**src/rtl/tes_pkg.sv**
```systemverilog
// Shared constants and types for the trap entry state save unit.
// Assumes a 13-bit processor state, 4-bit hyper-state and 43-bit saved word.
package tes_pkg;
    localparam int PS_W  = 13;
    localparam int HS_W  = 4;
    localparam int TS_W  = 43;
    localparam int TT_W  = 9;
    localparam int XW    = 64;

    localparam int PS_IE   = 0;
    localparam int PS_PRIV = 1;
    localparam int PS_AM   = 2;
    localparam int PS_PEF  = 3;
    localparam int PS_TLE  = 4;
    localparam int PS_CLE  = 5;

    localparam int HS_RED   = 0;
    localparam int HS_HPRIV = 1;
    localparam int HS_IBE   = 2;
    localparam int HS_TLZ   = 3;

    localparam logic [TT_W-1:0] POR_TT = 9'h001;

    typedef enum logic [1:0] {
        ENT_PRIV  = 2'b00,
        ENT_HYP   = 2'b01,
        ENT_ERR   = 2'b10,
        ENT_ERR_B = 2'b11
    } entry_kind_e;

    typedef struct packed {
        logic [TS_W-1:0] tstate;
        logic [XW-1:0]   tpc;
        logic [XW-1:0]   tnpc;
        logic [TT_W-1:0] tt;
        logic [HS_W-1:0] htstate;
    } stack_ent_t;
endpackage

```
**src/rtl/tes_cwp_step.sv**
```systemverilog
// Window pointer adjustment on trap entry.
// Computes the new window pointer from the trap type range; assumes NWIN >= 2.
module tes_cwp_step #(
    parameter int NWIN = 8,
    localparam int CW  = $clog2(NWIN)
) (
    input  logic [CW-1:0] cwp_in,
    input  logic [CW-1:0] cansave,
    input  logic [8:0]    trap_type,
    output logic [CW-1:0] cwp_out
);
    localparam int SW = CW + 2;
    localparam logic [SW-1:0] NW_V = SW'(NWIN);

    logic [SW-1:0] sum;

    // Select the offset by trap type range and wrap modulo the window count.
    always_comb begin
        sum = SW'(cwp_in);
        if (trap_type == 9'h024)
            sum = SW'(cwp_in) + SW'(1);
        else if (trap_type >= 9'h080 && trap_type <= 9'h0BF)
            sum = SW'(cwp_in) + SW'(cansave) + SW'(2);
        else if (trap_type >= 9'h0C0 && trap_type <= 9'h0FF)
            sum = SW'(cwp_in) + NW_V - SW'(1);
        cwp_out = CW'(sum % NW_V);
    end
endmodule

```
**src/rtl/tes_ctl_next.sv**
```systemverilog
// Next processor state, hyper-state and global level for each entry flavour.
// Purely combinational; assumes MAX_PGL <= MAX_GL.
module tes_ctl_next
    import tes_pkg::*;
#(
    parameter int MAX_GL  = 3,
    parameter int MAX_PGL = 2,
    localparam int GLW    = $clog2(MAX_GL + 1)
) (
    input  entry_kind_e       kind,
    input  logic [PS_W-1:0]   ps_in,
    input  logic [HS_W-1:0]   hs_in,
    input  logic [GLW-1:0]    gl_in,
    output logic [PS_W-1:0]   ps_out,
    output logic [HS_W-1:0]   hs_out,
    output logic [GLW-1:0]    gl_out
);
    logic [GLW:0] lim;
    logic [GLW:0] inc;

    // Rewrite control bits according to the target mode.
    always_comb begin
        ps_out = ps_in;
        hs_out = hs_in;
        lim    = (GLW+1)'(MAX_GL);
        unique case (kind)
            ENT_PRIV: begin
                ps_out[PS_PEF]  = 1'b1;
                ps_out[PS_AM]   = 1'b0;
                ps_out[PS_IE]   = 1'b0;
                ps_out[PS_PRIV] = 1'b1;
                ps_out[PS_CLE]  = ps_in[PS_TLE];
                lim             = (GLW+1)'(MAX_PGL);
            end
            ENT_HYP: begin
                ps_out[PS_PEF]   = 1'b1;
                ps_out[PS_AM]    = 1'b0;
                ps_out[PS_IE]    = 1'b0;
                ps_out[PS_CLE]   = 1'b0;
                hs_out[HS_HPRIV] = 1'b1;
                hs_out[HS_RED]   = 1'b0;
                hs_out[HS_IBE]   = 1'b0;
            end
            default: begin
                ps_out           = '0;
                ps_out[PS_PRIV]  = ps_in[PS_PRIV];
                ps_out[PS_PEF]   = 1'b1;
                hs_out[HS_RED]   = 1'b1;
                hs_out[HS_HPRIV] = 1'b1;
                hs_out[HS_IBE]   = 1'b0;
                hs_out[HS_TLZ]   = 1'b0;
            end
        endcase
    end

    // Saturating global level increment.
    always_comb begin
        inc    = {1'b0, gl_in} + (GLW+1)'(1);
        gl_out = (inc > lim) ? GLW'(lim) : GLW'(inc);
    end
endmodule

```
**src/rtl/tes_stack.sv**
```systemverilog
// Per-level trap stack: one write port, one combinational read port.
// Entry 0 is never written; reads beyond MAX_TL return zero.
module tes_stack
    import tes_pkg::*;
#(
    parameter int MAX_TL = 6,
    localparam int TLW   = $clog2(MAX_TL + 1)
) (
    input  logic             clk,
    input  logic             rst_n,
    input  logic             wr_en,
    input  logic [TLW-1:0]   wr_lvl,
    input  stack_ent_t       wr_ent,
    input  logic [TLW-1:0]   rd_lvl,
    output stack_ent_t       rd_ent
);
    stack_ent_t mem [MAX_TL+1];

    // Store an entry at the addressed level.
    always_ff @(posedge clk) begin
        if (!rst_n) begin
            for (int i = 0; i <= MAX_TL; i++) mem[i] <= '0;
        end else if (wr_en) begin
            for (int i = 0; i <= MAX_TL; i++)
                if (wr_lvl == TLW'(i)) mem[i] <= wr_ent;
        end
    end

    // Select the entry for the read level.
    always_comb begin
        rd_ent = '0;
        for (int i = 0; i <= MAX_TL; i++)
            if (rd_lvl == TLW'(i)) rd_ent = mem[i];
    end
endmodule

```
**src/rtl/trap_entry_unit.sv**
```systemverilog
// Trap entry state save unit: on a trap strobe, pushes the pre-trap control
// state to the trap stack at the raised level and rewrites live control
// registers. Assumes trap_req is a single-cycle strobe; por_req wins over it.
module trap_entry_unit
    import tes_pkg::*;
#(
    parameter int NWIN    = 8,
    parameter int MAX_TL  = 6,
    parameter int MAX_GL  = 3,
    parameter int MAX_PGL = 2,
    localparam int TLW    = $clog2(MAX_TL + 1),
    localparam int GLW    = $clog2(MAX_GL + 1),
    localparam int CW     = $clog2(NWIN)
) (
    input  logic             clk,
    input  logic             rst_n,
    input  logic             trap_req,
    input  logic [1:0]       entry_kind,
    input  logic [8:0]       trap_type,
    input  logic             por_req,
    input  logic [7:0]       cur_ccr,
    input  logic [7:0]       cur_asi,
    input  logic [63:0]      cur_pc,
    input  logic [63:0]      cur_npc,
    input  logic [CW-1:0]    cansave,
    input  logic             ld_en,
    input  logic [TLW-1:0]   ld_tl,
    input  logic [GLW-1:0]   ld_gl,
    input  logic [CW-1:0]    ld_cwp,
    input  logic [12:0]      ld_pstate,
    input  logic [3:0]       ld_hpstate,
    input  logic             ld_tick_npt,
    input  logic [TLW-1:0]   rd_lvl,
    output logic [TLW-1:0]   tl,
    output logic [GLW-1:0]   gl,
    output logic [CW-1:0]    cwp,
    output logic [12:0]      pstate,
    output logic [3:0]       hpstate,
    output logic             tick_npt,
    output logic             done,
    output logic [42:0]      rd_tstate,
    output logic [63:0]      rd_tpc,
    output logic [63:0]      rd_tnpc,
    output logic [8:0]       rd_tt,
    output logic [3:0]       rd_htstate
);
    localparam logic [PS_W-1:0] POR_PS = PS_W'((1 << PS_PEF) | (1 << PS_PRIV));
    localparam logic [HS_W-1:0] POR_HS = HS_W'((1 << HS_RED) | (1 << HS_HPRIV));

    logic [TLW-1:0]  new_tl;
    logic [CW-1:0]   nxt_cwp;
    logic [PS_W-1:0] nxt_ps;
    logic [HS_W-1:0] nxt_hs;
    logic [GLW-1:0]  nxt_gl;
    logic [XW-1:0]   pc_mask;
    stack_ent_t      wr_ent;
    stack_ent_t      rd_ent;
    logic            take_trap;

    assign take_trap = trap_req && !por_req;

    tes_cwp_step #(.NWIN(NWIN)) u_cwp (
        .cwp_in   (cwp),
        .cansave  (cansave),
        .trap_type(trap_type),
        .cwp_out  (nxt_cwp)
    );

    tes_ctl_next #(.MAX_GL(MAX_GL), .MAX_PGL(MAX_PGL)) u_ctl (
        .kind  (entry_kind_e'(entry_kind)),
        .ps_in (pstate),
        .hs_in (hpstate),
        .gl_in (gl),
        .ps_out(nxt_ps),
        .hs_out(nxt_hs),
        .gl_out(nxt_gl)
    );

    // Raised trap level, held at the maximum.
    always_comb begin
        new_tl  = (tl == TLW'(MAX_TL)) ? TLW'(MAX_TL) : tl + TLW'(1);
        pc_mask = pstate[PS_AM] ? {32'h0, 32'hFFFF_FFFF} : '1;
    end

    // Build the stack entry from the pre-trap state.
    always_comb begin
        wr_ent                = '0;
        wr_ent.tstate[42:40]  = 3'(gl);
        wr_ent.tstate[39:32]  = cur_ccr;
        wr_ent.tstate[31:24]  = cur_asi;
        wr_ent.tstate[20:8]   = pstate;
        wr_ent.tstate[4:0]    = 5'(cwp);
        wr_ent.tpc            = cur_pc & pc_mask;
        wr_ent.tnpc           = cur_npc & pc_mask;
        wr_ent.tt             = por_req ? POR_TT : trap_type;
        wr_ent.htstate        = hpstate;
    end

    tes_stack #(.MAX_TL(MAX_TL)) u_stack (
        .clk   (clk),
        .rst_n (rst_n),
        .wr_en (por_req || trap_req),
        .wr_lvl(por_req ? TLW'(MAX_TL) : new_tl),
        .wr_ent(wr_ent),
        .rd_lvl(rd_lvl),
        .rd_ent(rd_ent)
    );

    // Live control registers: power-on, trap entry, or direct load.
    always_ff @(posedge clk) begin
        if (!rst_n || por_req) begin
            tl       <= TLW'(MAX_TL);
            gl       <= GLW'(MAX_GL);
            cwp      <= '0;
            pstate   <= POR_PS;
            hpstate  <= POR_HS;
            tick_npt <= 1'b1;
        end else if (trap_req) begin
            tl      <= new_tl;
            gl      <= nxt_gl;
            cwp     <= nxt_cwp;
            pstate  <= nxt_ps;
            hpstate <= nxt_hs;
        end else if (ld_en) begin
            tl       <= ld_tl;
            gl       <= ld_gl;
            cwp      <= ld_cwp;
            pstate   <= ld_pstate;
            hpstate  <= ld_hpstate;
            tick_npt <= ld_tick_npt;
        end
    end

    // Completion pulse one cycle after an accepted strobe.
    always_ff @(posedge clk) begin
        if (!rst_n) done <= 1'b0;
        else        done <= take_trap;
    end

    assign rd_tstate  = rd_ent.tstate;
    assign rd_tpc     = rd_ent.tpc;
    assign rd_tnpc    = rd_ent.tnpc;
    assign rd_tt      = rd_ent.tt;
    assign rd_htstate = rd_ent.htstate;
endmodule

```
**config.mk**
```make
export PLATFORM = sky130hd
export DESIGN_NAME = trap_entry_unit
export DESIGN_NICKNAME = d
export VERILOG_FILES = /design/src/rtl/tes_pkg.sv /design/src/rtl/tes_cwp_step.sv /design/src/rtl/tes_ctl_next.sv /design/src/rtl/tes_stack.sv /design/src/rtl/trap_entry_unit.sv
export SDC_FILE = /design/constraint.sdc
export NUM_CORES = 2
export LEC_CHECK = 0
export ABC_AREA = 1
export CAP_MARGIN = 5
export CORE_ASPECT_RATIO = 1.5
export CORE_MARGIN = 4
export CORE_UTILIZATION = 35
export CTS_BUF_LIST = sky130_fd_sc_hd__clkbuf_4
export DETAILED_ROUTE_END_ITERATION = 12
export GPL_TIMING_DRIVEN = 0
export SYNTH_ARGS = -nofsm -noshare
export SYNTH_HDL_FRONTEND = slang
export SYNTH_SLANG_ARGS = --single-unit
```
**constraint.sdc**
```tcl
create_clock -name clk -period 6.57 [get_ports clk]
set_input_delay 0.657 -clock clk [delete_from_list [all_inputs] [get_ports clk]]
set_output_delay 0.657 -clock clk [all_outputs]
set_load 0.02 [all_outputs]
```
==> run summary <==
* CORE AREA: 152,000 µm²
* fin crit period: 4.86 ns
* clock transition at the register clock pins on the worst setup and hold paths after CTS: 0.07 ns
* effective utilization at floorplan: 0.353
* cell accounting for the most synthesized area: sky130_fd_sc_hd__edfxtp_1
* post-route antenna net violation count: 0
* async set-reset flop share out of synthesis: 0
* number of enable-type register cells in the synthesized netlist: 1,225
* count of port buffers added during placement: 392
* min-delay worst type: in -> reg
* Longest Clk Path Bufs: 4
* Worst slew margin: 0.0910
* measured slew at the worst slew-check pin: 1.36 ns
* Starting DRT DRC Count: 3,809
* Post-route DRC: 0
* number of detailed-routing iterations run before antenna repair: 5
* number of max-slew violations in the final report: 0
* Root Buffer Master: sky130_fd_sc_hd__clkbuf_4
* Max-cap violations: 0
* portion of the post-synthesis area used by sequential elements: 0.696
* total power per unit cell area: 265 nW/µm²
* final hold vios: 0
* height of the chip: 487 µm
* post-synthesis instance area: 53,600 µm²
* worst-case clock skew: 0.127 ns
* total instance count after detailed placement: 7,462
* die width: 328 µm
* type of the worst setup path: in -> out
* pin count of the biggest net entering global routing: 92
* top-count cell post-synth: sky130_fd_sc_hd__edfxtp_1
* total gr overflow: 0
* layout filler cell count: 14,621
* number of global-route vias before repair: 40,939
* Post-layout nets: 5,972
* global-route wire length before repair: 252,000 µm
* synthesis warning total: 0
* TritonCTS clock tree: built
* average vias per placed instance: 5.07
* worst setup slack after layout: 1.71 ns
* Setup violations, final: 0
* deepest level of the CTS H-tree: 5
* final clock period utilization by the worst path: 0.740
* cells taking the most area after synthesis: sky130_fd_sc_hd__edfxtp_1 (69%), sky130_fd_sc_hd__nor2_1 (7.6%), sky130_fd_sc_hd__nand2_1 (5.3%)
* crit path max-delay cell type: sky130_fd_sc_hd__clkdlybuf4s50_1
* Top Ports: 403
* Post-synth top flop: sky130_fd_sc_hd__edfxtp_1
* Yosys top cell area share: 0.686
* post-layout total power: 0.0172 W
* growth of design area from synthesis to finish: 20.7%
* number of cells upsized or downsized after cts: 0
* number of standard cells after synthesis: 5,002
* ratio of cells with drive above 1 in the final layout: 0.112
* clock insertion delay at the later pin of the skew report: 1.25 ns
* detailed-route wire length: 173,000 µm
* worst setup slack before clock tree synthesis: 1.57 ns
* peak ir drop on the vdd network: 130 µV
* number of clock buffers inserted by TritonCTS: 320
* overall fraction of global-route tracks in use: 0.213
* global placer's final weighted congestion: 0.855
* largest driver fanout on the critical path: 10
* TNS Setup: 0 ns
* Critical Path Sink Type: primary output
* cells along the critical path: clkdlybuf4s50_1 -> inv_2 -> buf_2 -> nor2_2 -> buf_2 -> clkbuf_1 -> nand2_1 -> nand3_1 -> clkdlybuf4s50_1
* CP arrival: 4.20 ns
* row count: 175
* number of antenna violations at the first check in global routing: 11
* number of unique standard cell types used by synthesis: 32
* Worst path max stage delay: 0.69 ns
* Worst Path Required: 5.91 ns
* status: completed
* FF+latch count, synth: 1,252
* RSZ-0062 raised after global routing: no
* synthesized area per cell: 10.7 µm²
* Via Count: 40,608
* HPWL after detailed placement: 122,000 µm
* synth cell count leaders: sky130_fd_sc_hd__edfxtp_1 (1,225), sky130_fd_sc_hd__nor2_1 (1,081), sky130_fd_sc_hd__nand2_1 (760)
* number of sinks on the clock net: 1,252
* count of placed standard cells in the final layout, fillers left out: 8,003
* area enclosed by the die boundary: 160,000 µm²
* leakage power figure: 24.9 nW
* kind of start point of the critical path: primary input
* average detailed-routed wire length per instance: 21.7 µm
* Max Clock Freq: 206 MHz
-- cell families (layout without fill, tap and decap cells) --
family	after synthesis	after routing	share of synthesized area
buffers and inverters	772	1727	0.0592
DFF	1252	1252	0.696
and+or+nand+nor	2575	2575	0.202
AOI/OAI and AO/OA	393	393	0.0411
adders and majority gates	7	7	0.00163
other	1	12	0.0000699
xor gates and xnor gates	2	2	0.000327
-- registers in the layout (all words and copies together) (netlist names) --
signal / cells
u_stack.mem: 1225
pstate: 13
hpstate: 4
cwp: 3
tl: 3
gl: 2
done: 1
tick_npt: 1
-- stage by stage --
stage	hold WS, ns	cell area, µm²	util
finish	0.187	64700	0.426
global route	0.106	64700	0.426
CTS	0.000322	64700	0.426
detailed placement	0.456	60800	0.400
global placement	0.450	60100	0.396
floorplan	0.450	53700	-
-- final timing paths --
path / start / end / slack, ns / depth (start not counted)
setup reg to reg: tl[0] / u_stack.mem[0][433] / 2.66 / 12
setup / recovery: rd_lvl[2] / rd_tstate[33] / 1.71 / 9
hold / removal: ld_cwp[2] / cwp[2] / 0.19 / 5
hold reg to reg: tick_npt / tick_npt / 0.48 / 2
-- worst max-delay path: cells and delay by family --
kind	cells	cell delay, ns
buffers and inverters	6	2.80
AND/OR/NAND/NOR	3	0.72
-- what timing repair did --
item	CTS	global route
hold endpoints to repair	23	0
hold buffers	23	0
setup buffers	0	0
-- cell usage in the layout, fill, tap and decap left out, types with 7 or more instances in the layout --
cell type / Yosys / final
sky130_fd_sc_hd__a21oi_1: 20 / 20
sky130_fd_sc_hd__buf_1: 45 / 45
sky130_fd_sc_hd__buf_16: 0 / 19
sky130_fd_sc_hd__buf_2: 128 / 128
sky130_fd_sc_hd__buf_4: 32 / 32
sky130_fd_sc_hd__clkbuf_1: 176 / 172
sky130_fd_sc_hd__clkbuf_4: 0 / 436
sky130_fd_sc_hd__clkdlybuf4s50_1: 0 / 392
sky130_fd_sc_hd__clkinv_1: 1 / 59
sky130_fd_sc_hd__clkinv_2: 0 / 8
sky130_fd_sc_hd__conb_1: 1 / 9
sky130_fd_sc_hd__dfxtp_1: 27 / 27
sky130_fd_sc_hd__dlygate4sd3_1: 0 / 23
sky130_fd_sc_hd__edfxtp_1: 1225 / 1225
sky130_fd_sc_hd__ha_1: 7 / 7
sky130_fd_sc_hd__inv_1: 383 / 382
sky130_fd_sc_hd__inv_2: 7 / 16
sky130_fd_sc_hd__nand2_1: 760 / 754
sky130_fd_sc_hd__nand3_1: 540 / 540
sky130_fd_sc_hd__nand4_1: 179 / 179
sky130_fd_sc_hd__nor2_1: 1081 / 1080
sky130_fd_sc_hd__nor3_1: 8 / 8
sky130_fd_sc_hd__o21ai_0: 189 / 189
sky130_fd_sc_hd__o22ai_1: 175 / 175
-- layout make-up --
| cell class | count | area [µm²] | area share |
|---|---|---|---|
| Inverter | 391 | 1480 | 0.0228 |
| Antenna cell | 3 | 7.51 | 0.000116 |
| Sequential cell | 1252 | 37300 | 0.577 |
| Tap cell | 2035 | 2550 | 0.0393 |
| Clock inverter | 78 | 382 | 0.00590 |
| Timing Repair Buffer | 441 | 4790 | 0.0740 |
| Multi-Input combinational cell | 2986 | 13200 | 0.204 |
| Buffer | 381 | 1720 | 0.0265 |
| Clock buffer | 436 | 3270 | 0.0506 |
-- layer usage --
layer  up-vias  part of all wire  global-route usage  routed length (µm)
met1     19565              0.38               0.261               66300
met4         0             0.034              0.0851                5870
li1      18860                 -                   -                   -
met5         -                 0                   0                   0
met2      1846              0.49               0.363               85200
met3       337             0.093              0.0483               16000
-- power by group --
group	switching (W)	leakage [nW]	internal, W
clock network	0.00311	2.21	0.00316
logic	0.00115	9.74	0.000547
registers	0.000100	13.0	0.00911
total	0.00436	24.9	0.0128
Note: power is estimated with default switching activity, not from simulation.
